==> src/rtl/prot_cfg_pkg.sv <==
package prot_cfg_pkg;
  localparam int WORD_W = 32;
  localparam int LVL_W  = 2;
  localparam int FLT_W  = 4;
  localparam int GAP_W  = 8;

  localparam int GAP_LSB     = 0;
  localparam int LVL_LSB     = 8;
  localparam int SIDLE_BIT   = 10;
  localparam int SRUN_BIT    = 11;
  localparam int TA_EN_BIT   = 12;
  localparam int TA_POL_BIT  = 13;
  localparam int AUTO_BIT    = 14;
  localparam int DRV_BIT     = 15;
  localparam int TA_FLT_LSB  = 16;
  localparam int TB_FLT_LSB  = 20;
  localparam int TB_EN_BIT   = 24;
  localparam int TB_POL_BIT  = 25;
  localparam int REL_BIT     = 26;
  localparam int TA_ECHO_BIT = 28;
  localparam int TB_ECHO_BIT = 29;

  localparam int TIER1_LVL = 1;
  localparam int TIER2_LVL = 2;
  localparam int LAG_W     = 6;

  typedef logic [WORD_W-1:0] word_t;

  function automatic word_t span_mask(int lsb, int w);
    word_t m;
    m = '0;
    for (int i = 0; i < w; i++) m[lsb+i] = 1'b1;
    return m;
  endfunction

  function automatic word_t bit_mask(int n);
    return span_mask(n, 1);
  endfunction

  localparam word_t IMPL_MASK = ~(bit_mask(27) | bit_mask(30) | bit_mask(31));
  localparam word_t LVL_MASK  = span_mask(LVL_LSB, LVL_W);
  localparam word_t TIER1_MASK =
      span_mask(GAP_LSB, GAP_W) | bit_mask(TA_EN_BIT) | bit_mask(TA_POL_BIT) |
      bit_mask(AUTO_BIT) | span_mask(TA_FLT_LSB, FLT_W) | span_mask(TB_FLT_LSB, FLT_W) |
      bit_mask(TB_EN_BIT) | bit_mask(TB_POL_BIT) | bit_mask(TA_ECHO_BIT) |
      bit_mask(TB_ECHO_BIT);
  localparam word_t TIER2_MASK = bit_mask(SIDLE_BIT) | bit_mask(SRUN_BIT);

  // Bits that reach their decoded port one clock late, packed for the lag line.
  function automatic logic [LAG_W-1:0] lag_pick(word_t w);
    return {w[TA_ECHO_BIT], w[REL_BIT], w[TB_POL_BIT], w[TB_EN_BIT],
            w[TA_POL_BIT], w[TA_EN_BIT]};
  endfunction
endpackage

==> src/rtl/prot_cfg_rst_sync.sv <==
module prot_cfg_rst_sync #(
  parameter int STAGES = 2
) (
  input  logic clk,
  input  logic rst_n,
  output logic rst_ns
);
  logic [STAGES-1:0] sync_q;
  logic [STAGES-1:0] sync_d;

  always_comb begin
    sync_d = {sync_q[STAGES-2:0], 1'b1};
  end

  always_ff @(posedge clk or negedge rst_n) begin
    if (!rst_n) sync_q <= '0;
    else        sync_q <= sync_d;
  end

  assign rst_ns = sync_q[STAGES-1];
endmodule

==> src/rtl/prot_cfg_guard.sv <==
module prot_cfg_guard
  import prot_cfg_pkg::*;
(
  input  logic             clk,
  input  logic             rst_ns,
  input  logic             wr_en,
  input  logic [LVL_W-1:0] lvl_q,
  output word_t            keep_mask
);
  logic used_q;
  logic used_d;

  always_comb begin
    used_d = used_q | wr_en;
  end

  always_ff @(posedge clk or negedge rst_ns) begin
    if (!rst_ns)    used_q <= 1'b0;
    else if (wr_en) used_q <= used_d;
  end

  // Fields whose current value survives a write.
  always_comb begin
    keep_mask = '0;
    if (used_q)                         keep_mask = keep_mask | LVL_MASK;
    if (int'(lvl_q) >= TIER1_LVL)       keep_mask = keep_mask | TIER1_MASK;
    if (int'(lvl_q) >= TIER2_LVL)       keep_mask = keep_mask | TIER2_MASK;
  end
endmodule

==> src/rtl/prot_cfg_store.sv <==
module prot_cfg_store
  import prot_cfg_pkg::*;
(
  input  logic  clk,
  input  logic  rst_ns,
  input  logic  wr_en,
  input  word_t wr_data,
  input  word_t keep_mask,
  input  logic  drv_set,
  input  logic  drv_clr,
  input  logic  rel_clr,
  output word_t word_q
);
  word_t word_d;
  logic  upd;

  always_comb begin
    word_d = word_q;
    if (wr_en) word_d = (word_q & keep_mask) | (wr_data & ~keep_mask & IMPL_MASK);
    if (drv_clr)              word_d[DRV_BIT] = 1'b0;
    else if (!wr_en && drv_set) word_d[DRV_BIT] = 1'b1;
    if (rel_clr)              word_d[REL_BIT] = 1'b0;
    upd = wr_en | drv_set | drv_clr | rel_clr;
  end

  always_ff @(posedge clk or negedge rst_ns) begin
    if (!rst_ns)  word_q <= '0;
    else if (upd) word_q <= word_d;
  end
endmodule

==> src/rtl/prot_cfg_lag.sv <==
module prot_cfg_lag #(
  parameter int W     = 6,
  parameter int DEPTH = 1
) (
  input  logic         clk,
  input  logic         rst_ns,
  input  logic [W-1:0] din,
  output logic [W-1:0] dout
);
  generate
    if (DEPTH == 0) begin : g_pass
      assign dout = din;
    end else begin : g_line
      logic [W-1:0] stage_q [DEPTH];
      logic [W-1:0] stage_d [DEPTH];
      always_comb begin
        stage_d[0] = din;
        for (int i = 1; i < DEPTH; i++) stage_d[i] = stage_q[i-1];
      end
      for (genvar g = 0; g < DEPTH; g++) begin : g_stage
        always_ff @(posedge clk or negedge rst_ns) begin
          if (!rst_ns) stage_q[g] <= '0;
          else         stage_q[g] <= stage_d[g];
        end
      end
      assign dout = stage_q[DEPTH-1];
    end
  endgenerate
endmodule

==> src/rtl/prot_cfg_reg.sv <==
module prot_cfg_reg
  import prot_cfg_pkg::*;
#(
  parameter int SYNC_STAGES = 2,
  parameter int LAG_CYCLES  = 1
) (
  input  logic        clk,
  input  logic        rst_n,
  input  logic        wr_en,
  input  logic [31:0] wr_data,
  input  logic        drv_hw_set,
  input  logic        drv_hw_clr,
  input  logic        rel_hw_clr,
  output logic [31:0] rd_data,
  output logic [7:0]  gap_code,
  output logic [1:0]  guard_lvl,
  output logic        safe_idle_sel,
  output logic        safe_run_sel,
  output logic        trip_a_en,
  output logic        trip_a_pol,
  output logic        auto_arm,
  output logic        drive_en,
  output logic [3:0]  trip_a_flt,
  output logic [3:0]  trip_b_flt,
  output logic        trip_b_en,
  output logic        trip_b_pol,
  output logic        release_req,
  output logic        trip_a_echo,
  output logic        trip_b_echo
);
  logic             rst_n_sync;
  word_t            word_q;
  word_t            keep_mask;
  logic [LAG_W-1:0] lag_out;

  prot_cfg_rst_sync #(.STAGES(SYNC_STAGES)) u_rst (
    .clk(clk), .rst_n(rst_n), .rst_ns(rst_n_sync)
  );

  prot_cfg_guard u_guard (
    .clk(clk), .rst_ns(rst_n_sync), .wr_en(wr_en),
    .lvl_q(word_q[LVL_LSB +: LVL_W]), .keep_mask(keep_mask)
  );

  prot_cfg_store u_store (
    .clk(clk), .rst_ns(rst_n_sync), .wr_en(wr_en), .wr_data(wr_data),
    .keep_mask(keep_mask), .drv_set(drv_hw_set), .drv_clr(drv_hw_clr),
    .rel_clr(rel_hw_clr), .word_q(word_q)
  );

  prot_cfg_lag #(.W(LAG_W), .DEPTH(LAG_CYCLES)) u_lag (
    .clk(clk), .rst_ns(rst_n_sync), .din(lag_pick(word_q)), .dout(lag_out)
  );

  assign rd_data       = word_q;
  assign gap_code      = word_q[GAP_LSB +: GAP_W];
  assign guard_lvl     = word_q[LVL_LSB +: LVL_W];
  assign safe_idle_sel = word_q[SIDLE_BIT];
  assign safe_run_sel  = word_q[SRUN_BIT];
  assign auto_arm      = word_q[AUTO_BIT];
  assign drive_en      = word_q[DRV_BIT];
  assign trip_a_flt    = word_q[TA_FLT_LSB +: FLT_W];
  assign trip_b_flt    = word_q[TB_FLT_LSB +: FLT_W];
  assign trip_b_echo   = word_q[TB_ECHO_BIT];
  assign {trip_a_echo, release_req, trip_b_pol, trip_b_en, trip_a_pol, trip_a_en} = lag_out;
endmodule

==> config.mk <==
export PLATFORM = sky130hd
export DESIGN_NAME = prot_cfg_reg
export DESIGN_NICKNAME = d
export VERILOG_FILES = /design/src/rtl/prot_cfg_pkg.sv /design/src/rtl/prot_cfg_rst_sync.sv /design/src/rtl/prot_cfg_guard.sv /design/src/rtl/prot_cfg_store.sv /design/src/rtl/prot_cfg_lag.sv /design/src/rtl/prot_cfg_reg.sv
export SDC_FILE = /design/constraint.sdc
export NUM_CORES = 1
export LEC_CHECK = 0
export BUFFER_PORTS_ARGS = -buffer_cell sky130_fd_sc_hd__buf_2
export CORE_ASPECT_RATIO = 0.75
export CORE_MARGIN = 4
export CORE_UTILIZATION = 45
export DETAILED_ROUTE_END_ITERATION = 8
export GPL_ROUTABILITY_DRIVEN = 0
export GPL_TIMING_DRIVEN = 0
export HOLD_SLACK_MARGIN = 0.1
export MAX_ROUTING_LAYER = met4
export PLACE_DENSITY = 0.84
export SLEW_MARGIN = 20
export SYNTH_ARGS = -nofsm -noshare
export SYNTH_HDL_FRONTEND = slang
export SYNTH_SLANG_ARGS = --single-unit
==> constraint.sdc <==
create_clock -name clk -period 3 [get_ports clk]
set_input_delay 0.45 -clock clk [delete_from_list [all_inputs] [get_ports clk]]
set_output_delay 0.45 -clock clk [all_outputs]
set_load 0.01 [all_outputs]
* Word level (Yosys, flattened, before mapping)
Cells that the tools add are included.
Word-level totals: word-level logic and storage cells 30, bits of input ports 38, bits in registers 41, output and inout bits 61
Cells by class: reduce and logical (&&, ||, !) cells 7, mux-type cells 7, magnitude comparators 2, bitwise logic cells 8
Operator list (count):
- $and A32 B30 Y32 | 1
- $or A32 B30 Y32 | 1
- $and A30 B30 Y30 | 1
- $mux W30 | 1
- $not A30 Y30 | 1
- $mux W27 | 1
- $mux W12 | 1
- $mux W10 | 1
- $reduce_and A2 Y1 | 3
- $or A1 B1 Y1 | 4
- $mux W1 | 3
- $reduce_bool A3 Y1 | 1
- $ge A2 B1 Y1 const B | 1
- $ge A2 B2 Y1 const B | 1
- $reduce_bool A2 Y1 | 1
- $logic_and A1 B1 Y1 | 1
- $logic_not A1 Y1 | 1

* Longest topological paths before layout
Gate-level depths: netlist of run 1.
word-level depth 9, depth in mapped cells 3, gate-level depth less buffers 2

* Cells and area by module
A second synthesis of run 1 with hierarchy kept.
Second synthesis, totals: cells, all modules 168, area total of the unflattened synthesis 2312.2 µm²
Modules (own cells, without submodules):
- prot_cfg_store | sequential area each 800.8 µm², cells each 101, area an instance 1665.3 µm², instances 1
- prot_cfg_guard | sequential area each 25.0 µm², cells each 35, area an instance 270.3 µm², instances 1
- prot_cfg_reg | sequential area each 0.0 µm², cells each 23, area an instance 172.7 µm², instances 1
- prot_cfg_lag | sequential area each 150.1 µm², cells each 6, area an instance 150.1 µm², instances 1
- prot_cfg_rst_sync | sequential area each 50.0 µm², cells each 3, area an instance 53.8 µm², instances 1

* Worst setup path before layout of run 1
Ideal clock, no wire load.
path kind reg-to-reg, start point register (tool-made name), end point register (tool-made name), stages on the path, launching flop included 4, period minus slack after synthesis 1389 ps, data arrival time 1265 ps, setup slack 1611 ps, library setup time 125 ps, path through dfrtp_1 -> nor3b_4 -> buf_6 -> mux2_2

==> results.sh, run 1 <==
export IMPL_run_status="complete, no violations"
export IMPL_category_of_the_worst_setup_path_launch_point="flip-flop"
export IMPL_finalHoldViolCount=0
export IMPL_finalSetupViolations=0
export IMPL_skew_pair_late_insertion_delay_ns=0.27
export IMPL_synth_top_cell_area_share_pct=61.44
export IMPL_critical_path_slowest_cell="sky130_fd_sc_hd__dfrtp_1"
export IMPL_drv_cap=0
export IMPL_timing_fmax_mhz=672.1
export IMPL_power_density_nw_per_um2=731.3
export IMPL_synthTopCellsByArea="sky130_fd_sc_hd__dfrtp_1 61%, sky130_fd_sc_hd__mux2_2 19%, sky130_fd_sc_hd__buf_4 13%, sky130_fd_sc_hd__buf_6 1.5%, sky130_fd_sc_hd__nor2b_1 1.2%"
export IMPL_syn_instance_count=104
export IMPL_post_route_worst_setup_slack_ns=1.512
export IMPL_first_global_vias=1042
export IMPL_worstMarginPinSlew_ns=0.7467
export IMPL_route_detailed_wl_per_inst_um=12.54
export IMPL_globalRouteOverflowTotal=0
export IMPL_mappedNetlistArea_sq_um=1548
export IMPL_power_switching_fraction_pct=29.26
export IMPL_finClkSkew_ns=0.005090
export IMPL_detail_route_vias_per_cell=4.389
export IMPL_postSynthAreaPerCell_sq_um=14.88
export IMPL_drt_antenna_violating_nets=0
export IMPL_ir_drop_v=0.0004745
export IMPL_design_die_area_sq_um=4452
export IMPL_grt_pass1_wl_mm=4.574
export IMPL_area_growth_synth_to_final_pct=40.10
export IMPL_critical_path_n_buffers_inverters=1
export IMPL_synth_distinct_cells=12
export IMPL_cts_tree="yes"
export IMPL_report_final_slew_viol_count=0
export IMPL_initial_core_util_pct=47.07
export IMPL_die_width_um=75.72
export IMPL_internal_power_mw=1.122
export IMPL_path_cells="nor3b_4 > buf_6 > mux2_2"
export IMPL_number_of_buffers_inserted_by_port_buffering=92
export IMPL_rows=18
export IMPL_post_dp_hpwl_mm=2.442
export IMPL_floorplan_die_height_um=58.79
export IMPL_maxSlewHeadroom_pct=50.22
export IMPL_post_cts_setup_buffer_count=0
export IMPL_core_region_area_sq_um=3288
export IMPL_n_antenna_cell=0
export IMPL_floorplan_io_pins=99
export IMPL_dp_cells=238
export IMPL_clk_pin_slew_ns=0.07
export IMPL_cts_inserted_buffers=5
export IMPL_drt_initial_drc_count=12
export IMPL_fin_area_sq_um=2168
export IMPL_placed_area_sq_um=2067
export IMPL_crit_path_end_kind="flip-flop"
export IMPL_grt_resource_usage_total_pct=14.54
export IMPL_cp_max_fo=10
export IMPL_crit_required_ns=3.16
export IMPL_p_sw_mw=0.4639
export IMPL_detailedRoute_firstPassIterationCount=2
export IMPL_cp_arrival_ns=1.65
export IMPL_cts_root_to_sink_buffers=2
export IMPL_power_frac_comb_pct=33.7
export IMPL_power_mw=1.586
export IMPL_cp_slowest_stage_delay_ns=0.44
export IMPL_final_setup_tns_ns=0
export IMPL_yosys_warnings=0
export IMPL_power_frac_seq_pct=44.8
export IMPL_timing_hold_worst_class="input pin to flip-flop"
export IMPL_cts_root_buf="sky130_fd_sc_hd__clkbuf_8"
export IMPL_synth_seq_area_share_pct=61.44
export IMPL_timing_hold_worst_start="rel_hw_clr"
export IMPL_layoutNonFillerInstCount=247
export IMPL_initial_antenna_violation_count=0
export IMPL_num_vias=1084
export IMPL_static_leakage_power_nw=1.144
export IMPL_largest_net_degree_at_the_start_of_global_routing=37
export IMPL_finalWorstPathRequiredPeriod_ns=1.488
export IMPL_routed_wl_mm=3.097
export IMPL_unrepaired_setup_endpoints_after_global_routing="no"
export IMPL_nNetsFinal=244
export IMPL_dp_slack_ns=1.301
export IMPL_final_layout_size_suffix_gt1_share_pct=75.36
export IMPL_crit_type="flip-flop to flip-flop"
export IMPL_post_route_period_util_pct=49.60
export IMPL_ys_seq_elements=38
export IMPL_yosysTopAreaCell="sky130_fd_sc_hd__dfrtp_1"
export IMPL_drc=0
export IMPL_clkPwrFrac_pct=21.5
export IMPL_cts_htree_levels=2
export IMPL_cts_num_sinks=38
export IMPL_cp_top_family="flip-flops"
## per-layer routing
layer | global-route usage, % | vias to the layer above | share of wire (%)
met1 | 16.85 | 494 | 42
met2 | 22.63 | 69 | 43
met3 | 6.143 | 2 | 14
met4 | 5.237 | 0 | 0.55
li1 | - | 519 | -
met5 | - | - | 0
## cell usage after synthesis
master	n
sky130_fd_sc_hd__buf_4	26
sky130_fd_sc_hd__buf_6	2
sky130_fd_sc_hd__conb_1	2
sky130_fd_sc_hd__dfrtp_1	38
sky130_fd_sc_hd__mux2_1	1
sky130_fd_sc_hd__mux2_2	26
sky130_fd_sc_hd__mux2i_1	1
sky130_fd_sc_hd__nor2_1	1
sky130_fd_sc_hd__nor2b_1	3
sky130_fd_sc_hd__nor3_1	2
sky130_fd_sc_hd__nor3b_4	1
sky130_fd_sc_hd__or2_2	1
## worst register-to-register path, stage by stage (launching register included)
cell,delay (ns)
sky130_fd_sc_hd__dfrtp_1,0.44
sky130_fd_sc_hd__nor3b_4,0.38
sky130_fd_sc_hd__buf_6,0.21
sky130_fd_sc_hd__mux2_2,0.35
## logic make-up after synthesis
group | synth area share (%)
muxes | 20.29
buffers and inverters | 14.07
DFF | 61.44
other | 0.4852
and+or+nand+nor | 3.719
## cells in the final DEF (no fill, tap or decap)
| master | n |
|---|---|
| sky130_fd_sc_hd__clkbuf_1 | 1 |
| sky130_fd_sc_hd__buf_4 | 26 |
| sky130_fd_sc_hd__nor3_1 | 2 |
| sky130_fd_sc_hd__buf_6 | 2 |
| sky130_fd_sc_hd__nor2b_1 | 3 |
| sky130_fd_sc_hd__or2_2 | 1 |
| sky130_fd_sc_hd__nor3b_4 | 1 |
| sky130_fd_sc_hd__nor2_1 | 1 |
| sky130_fd_sc_hd__clkbuf_8 | 6 |
| sky130_fd_sc_hd__dfrtp_1 | 37 |
| sky130_fd_sc_hd__clkinv_2 | 1 |
| sky130_fd_sc_hd__buf_2 | 92 |
| sky130_fd_sc_hd__dlygate4sd3_1 | 1 |
| sky130_fd_sc_hd__conb_1 | 4 |
| sky130_fd_sc_hd__mux2_2 | 26 |
| sky130_fd_sc_hd__dfrtp_2 | 1 |
| sky130_fd_sc_hd__mux2_1 | 1 |
| sky130_fd_sc_hd__mux2i_1 | 1 |
## repair_timing
item                      in CTS  in global routing
hold buffers                   1                  0
gates resized for setup        0                  0
hold endpoints to repair       2                  0
## cell type report
| cell class | count | area [sq um] |
|---|---|---|
| Clock inverter | 1 | 5.005 |
| Tap cell | 40 | 50.05 |
| Multi-Input combinational cell | 40 | 386.6 |
| Buffer | 28 | 217.7 |
| Fill cell | 267 | 1120 |
| Sequential cell | 38 | 952.2 |
| Timing Repair Buffer | 93 | 470.5 |
| Clock buffer | 7 | 86.33 |
## path summary, 6_finish.rpt
check,end,slack [ns],depth (start not counted)
min in group asynchronous,asynchronous set/reset pin,0.34,0
setup reg to reg,flip-flop,1.51,3
max in group asynchronous,u_store.word_q[15],2.19,0
hold reg to reg,asynchronous set/reset pin,0.34,0
hold / removal,u_store.word_q[26],0.32,2
setup / recovery,flip-flop,1.51,3
## per-stage QoR
| stage | hold WS [ns] | utilization (%) |
|---|---|---|
| final | 0.3225 | 65.94 |
| after global routing | 0.3165 | 65.94 |
| after CTS | 0.3113 | 65.94 |
| after detailed placement | 0.2373 | 62.86 |
| after global placement | 0.2364 | 62.82 |
| after floorplan | 0.1544 | - |
## power by group through the flow
stage	Clock [mW]	Sequential [mW]	Combinational, mW
floorplan	0	0.767	0.257
detailed placement	0	0.722	0.544
global route	0.382	0.727	0.584
CTS	0.355	0.713	0.546
finish	0.341	0.710	0.535
global placement	0	0.712	0.536
No activity file was read; power rests on OpenSTA's default activity.
==> run 2, diff against run 1 <==
Settings changed: CORE_UTILIZATION 45 to 38, PLACE_DENSITY 0.84 to 0.76.
Clock period 3 ns to 1.35 ns, I/O delays scaled along.
==> results.sh, run 2 (synthesis gave the netlist of run 1 again) <==
export IMPL_cp_top_family="flip-flops"
export IMPL_area_growth_synth_to_final_pct=54.65
export IMPL_final_layout_size_suffix_gt1_share_pct=76.96
export IMPL_failing_checks="negative setup slack"
export IMPL_hold_path_cell_count=2
export IMPL_skew_pair_late_insertion_delay_ns=0.28
export IMPL_finalSetupViolations=16
export IMPL_critical_path_n_buffers_inverters=2
export IMPL_nNetsFinal=254
export IMPL_finClkSkew_ns=0.002328
export IMPL_grt_resource_usage_total_pct=13.25
export IMPL_timing_hold_worst_class="input pin to flip-flop"
export IMPL_clk_pin_slew_ns=0.07
export IMPL_rows=19
export IMPL_cp_arrival_ns=1.54
export IMPL_multi_input_comb_area_sq_um=461.7
export IMPL_routed_wl_mm=3.525
export IMPL_detailedRoute_firstPassIterationCount=2
export IMPL_cp_slowest_stage_delay_ns=0.43
export IMPL_post_route_period_util_pct=101.6
export IMPL_ir_drop_v=0.0009508
export IMPL_critical_path_slowest_cell="sky130_fd_sc_hd__dfrtp_2"
export IMPL_worst_r2r_path_cells=4
export IMPL_nFillCells=339
export IMPL_finalHoldViolCount=0
export IMPL_n_antenna_cell=0
export IMPL_final_cell_mix="92 x sky130_fd_sc_hd__buf_2, 35 x sky130_fd_sc_hd__dfrtp_1, 30 x sky130_fd_sc_hd__buf_4"
export IMPL_drt_initial_drc_count=13
export IMPL_detail_route_vias_per_cell=4.312
export IMPL_worst_hold_slack_ns=0.1488
export IMPL_initial_core_util_pct=40.95
export IMPL_core_region_area_sq_um=3780
export IMPL_cts_root_buf="sky130_fd_sc_hd__clkbuf_8"
export IMPL_timing_fmax_mhz=729.2
export IMPL_run_status="complete, but fails checks"
export IMPL_layout_commonest_cell="sky130_fd_sc_hd__buf_2"
export IMPL_cts_tree="yes"
export IMPL_floorplan_die_height_um=63.27
export IMPL_category_of_the_worst_setup_path_launch_point="flip-flop"
export IMPL_crit_required_ns=1.51
export IMPL_cts_num_sinks=38
export IMPL_fin_area_sq_um=2394
export IMPL_path_cells="nor3b_4 > buf_6 > clkbuf_16 > mux2_4"
export IMPL_unrepaired_setup_endpoints_after_global_routing="yes"
export IMPL_floorplan_io_pins=99
export IMPL_cts_htree_levels=2
export IMPL_first_global_vias=1144
export IMPL_number_of_buffers_inserted_by_port_buffering=92
export IMPL_cp_max_fo=6
export IMPL_cts_inserted_buffers=5
export IMPL_report_final_slew_viol_count=0
export IMPL_drt_antenna_violating_nets=0
export IMPL_num_vias=1160
export IMPL_grt_pass1_wl_mm=5.154
export IMPL_crit_path_end_kind="flip-flop"
export IMPL_finalWorstPathRequiredPeriod_ns=1.371
export IMPL_placed_area_sq_um=2112
export IMPL_drc=0
export IMPL_setup_reg_to_reg_worst_slack_ns=-0.02
export IMPL_timing_hold_worst_start="wr_data[28]"
export IMPL_globalRouteOverflowTotal=0
export IMPL_largest_net_degree_at_the_start_of_global_routing=22
export IMPL_cts_root_to_sink_buffers=2
export IMPL_drv_cap=0
export IMPL_initial_antenna_violation_count=0
export IMPL_die_width_um=81.69
export IMPL_post_dp_hpwl_mm=2.500
export IMPL_design_die_area_sq_um=5169
export IMPL_crit_type="flip-flop to flip-flop"
export IMPL_post_route_worst_setup_slack_ns=-0.02142
export IMPL_layout_area_seq_sq_um=954.7
export IMPL_power_density_nw_per_um2=1558
export IMPL_route_detailed_wl_per_inst_um=13.10
export IMPL_static_leakage_power_nw=1.281
-- run 2: where the power goes --
group / internal (mW) / leakage (nW) / switching, mW
Combinational: 0.838 / 0.790 / 0.551
Sequential: 1.39 / 0.443 / 0.177
Clock: 0.411 / 0.0482 / 0.359
-- run 2: stage by stage --
| step | setup TNS (ns) | util (%) | setup WS (ns) | total power [mW] | std cells |
|---|---|---|---|---|---|
| floorplan | -0.2561 | - | -0.01352 | 2.278 | 106 |
| global placement | -8.861 | 55.11 | -0.2874 | 2.782 | 250 |
| detailed placement | -2.902 | 55.88 | -0.1532 | 2.818 | 251 |
| CTS | -0.09375 | 60.48 | -0.01475 | 3.646 | 268 |
| global route | -1.044 | 63.32 | -0.05693 | 3.981 | 269 |
| finish | -0.1499 | 63.32 | -0.02142 | 3.730 | 269 |
-- run 2: layer usage --
metal	track usage, %	vias up	routed length (um)
met2	20.53	62	1619
li1	-	538	-
met5	-	-	0
met4	4.357	0	21
met1	16.18	557	1493
met3	4.558	3	390
-- run 2: final cells by class --
class / count / share of cell area (%)
sequential: 38 / 39.88
clock inverter: 1 / 0.2091
clock buffer: 7 / 3.607
timing repair buffer: 103 / 24.88
multi-input combinational: 40 / 19.29
buffer: 28 / 9.409
tap: 52 / 2.718
-- run 2: worst register-to-register path, delay by kind of cell (launching register included) --
kind | cells | cell delay, ns
AND/OR/NAND/NOR | 1 | 0.21
flip-flops | 1 | 0.43
multiplexers | 1 | 0.30
buffers and inverters | 2 | 0.33
-- run 2: how the worst max path moves through the flow --
| stage | start | cells past startpoint | endpoint | slack [ns] |
|---|---|---|---|---|
| 2_1_floorplan | flip-flop | 3 | flip-flop | -0.01 |
| 3_3_place_gp | u_rst.sync_q[1] | 0 | asynchronous set/reset pin | -0.29 |
| 3_5_place_dp | flip-flop | 3 | flip-flop | -0.15 |
| 4_1_cts | flip-flop | 4 | flip-flop | -0.01 |
| 5_1_grt | flip-flop | 4 | flip-flop | -0.06 |
| 6_report | flip-flop | 4 | flip-flop | -0.02 |
-- run 2: what timing repair did --
| action | CTS | global route |
|---|---|---|
| cloned | 1 | 1 |
| buffers inserted | 5 | 0 |
| hold buffers | 3 | 0 |
| pin swaps | 1 | 1 |
| endpoints found under the hold margin | 4 | 0 |
| setup endpoints to repair | 20 | 23 |
| gates resized for setup | 3 | 22 |
==> run 3, diff against run 2 <==
Settings changed: CORE_UTILIZATION 38 to 42, PLACE_DENSITY 0.76 to 0.79, SLEW_MARGIN 20 to default.
Clock period 1.35 ns to 1.5 ns, I/O delays scaled along.
==> results.sh, run 3 (synthesis gave the netlist of run 1 again) <==
export IMPL_largest_net_degree_at_the_start_of_global_routing=22
export IMPL_finalWorstPathRequiredPeriod_ns=1.437
export IMPL_post_dp_hpwl_mm=2.566
export IMPL_dp_cells=249
export IMPL_cp_arrival_ns=1.60
export IMPL_area_growth_synth_to_final_pct=45.35
export IMPL_routed_wl_mm=3.260
export IMPL_post_route_period_util_pct=95.80
export IMPL_number_of_buffers_inserted_by_port_buffering=92
export IMPL_crit_required_ns=1.67
export IMPL_cts_root_buf="sky130_fd_sc_hd__clkbuf_8"
export IMPL_timing_hold_worst_class="input pin to flip-flop"
export IMPL_initial_antenna_violation_count=0
export IMPL_floorplan_die_height_um=60.57
export IMPL_nNetsFinal=250
export IMPL_cts_root_to_sink_buffers=2
export IMPL_category_of_the_worst_setup_path_launch_point="flip-flop"
export IMPL_drv_cap=0
export IMPL_rows=18
export IMPL_cts_tree="yes"
export IMPL_power_density_nw_per_um2=1427
export IMPL_path_cells="nor3b_4 > buf_4 > clkbuf_4 > mux2_2"
export IMPL_grt_resource_usage_total_pct=14.84
export IMPL_ir_drop_v=0.0009177
export IMPL_num_vias=1114
export IMPL_drt_antenna_violating_nets=0
export IMPL_worst_r2r_path_cells=4
export IMPL_cts_num_sinks=38
export IMPL_worstMarginPinSlew_ns=0.6923
export IMPL_layoutNonFillerInstCount=263
export IMPL_finClkSkew_ns=0.004785
export IMPL_cp_max_fo=5
export IMPL_finalSetupViolations=0
export IMPL_die_width_um=78.10
export IMPL_first_global_vias=1107
export IMPL_globalRouteOverflowTotal=0
export IMPL_drt_initial_drc_count=12
export IMPL_initial_core_util_pct=45.21
export IMPL_skew_pair_late_insertion_delay_ns=0.28
export IMPL_floorplan_io_pins=99
export IMPL_core_region_area_sq_um=3423
export IMPL_cts_inserted_buffers=5
export IMPL_finalHoldViolCount=0
export IMPL_maxSlewHeadroom_pct=53.84
export IMPL_detailedRoute_firstPassIterationCount=4
export IMPL_layout_commonest_cell="sky130_fd_sc_hd__buf_2"
export IMPL_detail_route_vias_per_cell=4.236
export IMPL_timing_fmax_mhz=695.9
export IMPL_run_status="complete, no violations"
export IMPL_worst_hold_slack_ns=0.1650
export IMPL_fin_util_pct=65.72
export IMPL_drc=0
export IMPL_grt_pass1_wl_mm=5.064
export IMPL_static_leakage_power_nw=1.181
export IMPL_route_detailed_wl_per_inst_um=12.40
export IMPL_cts_htree_levels=2
export IMPL_crit_type="flip-flop to flip-flop"
export IMPL_final_setup_tns_ns=0
export IMPL_design_die_area_sq_um=4730
export IMPL_final_layout_size_suffix_gt1_share_pct=74.65
export IMPL_n_antenna_cell=0
export IMPL_clk_pin_slew_ns=0.07
export IMPL_power_mw=3.210
export IMPL_crit_path_end_kind="flip-flop"
export IMPL_critical_path_slowest_cell="sky130_fd_sc_hd__dfrtp_1"
export IMPL_cp_slowest_stage_delay_ns=0.44
export IMPL_setup_reg_to_reg_worst_slack_ns=0.06
export IMPL_final_cell_mix="92 x sky130_fd_sc_hd__buf_2, 38 x sky130_fd_sc_hd__dfrtp_1, 28 x sky130_fd_sc_hd__buf_4"
export IMPL_report_final_slew_viol_count=0
==> run 3: cell count changes in the layout (fill, tap and decap cells not counted), moves of 2 or more <==
cell | before | now
sky130_fd_sc_hd__dfrtp_2 | 3 | 0
sky130_fd_sc_hd__buf_4 | 30 | 28
sky130_fd_sc_hd__buf_8 | 2 | 0
sky130_fd_sc_hd__mux2_4 | 20 | 0
sky130_fd_sc_hd__dfrtp_1 | 35 | 38
sky130_fd_sc_hd__mux2_2 | 7 | 26
==> run 3: what timing repair did <==
action | in CTS | in global routing
hold buffers | 3 | 0
setup buffers | 1 | 1
pin swaps | 1 | 1
cloned | 0 | 1
endpoints found under the hold margin | 4 | 0
gates resized for setup | 0 | 1
endpoints found under the setup margin | 20 | 11
==> run 3: power by group <==
part / total, mW / leakage (nW) / internal (mW) / switching (mW)
clock: 0.690 / 0.0482 / 0.370 / 0.320
combinational: 1.11 / 0.686 / 0.641 / 0.471
sequential: 1.41 / 0.447 / 1.25 / 0.156
total: 3.21 / 1.18 / 2.26 / 0.946
==> run 3: cell type report <==
cell class              instances  area [sq um]
flip-flops and latches         38         950.9
multi-input cells              40         386.6
clock inverters                 1         5.005
fillers                       273          1174
well taps                      50         62.56
repair buffers                 99         540.5
clock buffers                   7         86.33
plain buffers                  28         217.7
==> run 3: how the worst min path moves through the flow <==
stage | from | endpoint | slack [ns] | depth (start not counted)
floorplan | rst_n | u_rst.sync_q[0] | -0.07 | 0
global placement | rst_n | u_rst.sync_q[0] | 0.01 | 1
detailed placement | rst_n | u_rst.sync_q[0] | 0.01 | 1
CTS | wr_data[5] | flip-flop | 0.15 | 2
global route | wr_data[8] | flip-flop | 0.16 | 2
finish | wr_data[5] | flip-flop | 0.17 | 2
==> run 3: per-stage QoR <==
step	setup WS [ns]	cell area, sq um
final	0.06300	2250
after global routing	-0.008254	2250
after CTS	0.06814	2235
after detailed placement	-0.01619	2106
after global placement	-0.008092	2078
after floorplan	0.1106	1555
==> run 3: metal layers <==
| layer | GRT usage (%) | share of wire, % | up-vias |
|---|---|---|---|
| li1 | - | - | 533 |
| met1 | 17.74 | 43 | 498 |
| met3 | 6.973 | 15 | 4 |
| met5 | - | 0 | - |
| met2 | 21.59 | 41 | 79 |
| met4 | 6.733 | 1.0 | 0 |
==> run 3: critical path, delay by kind of cell, from the launching register on <==
family / cells / cell delay (ns)
buffers and inverters: 2 / 0.35
DFF: 1 / 0.44
muxes: 1 / 0.33
and+or+nand+nor: 1 / 0.20
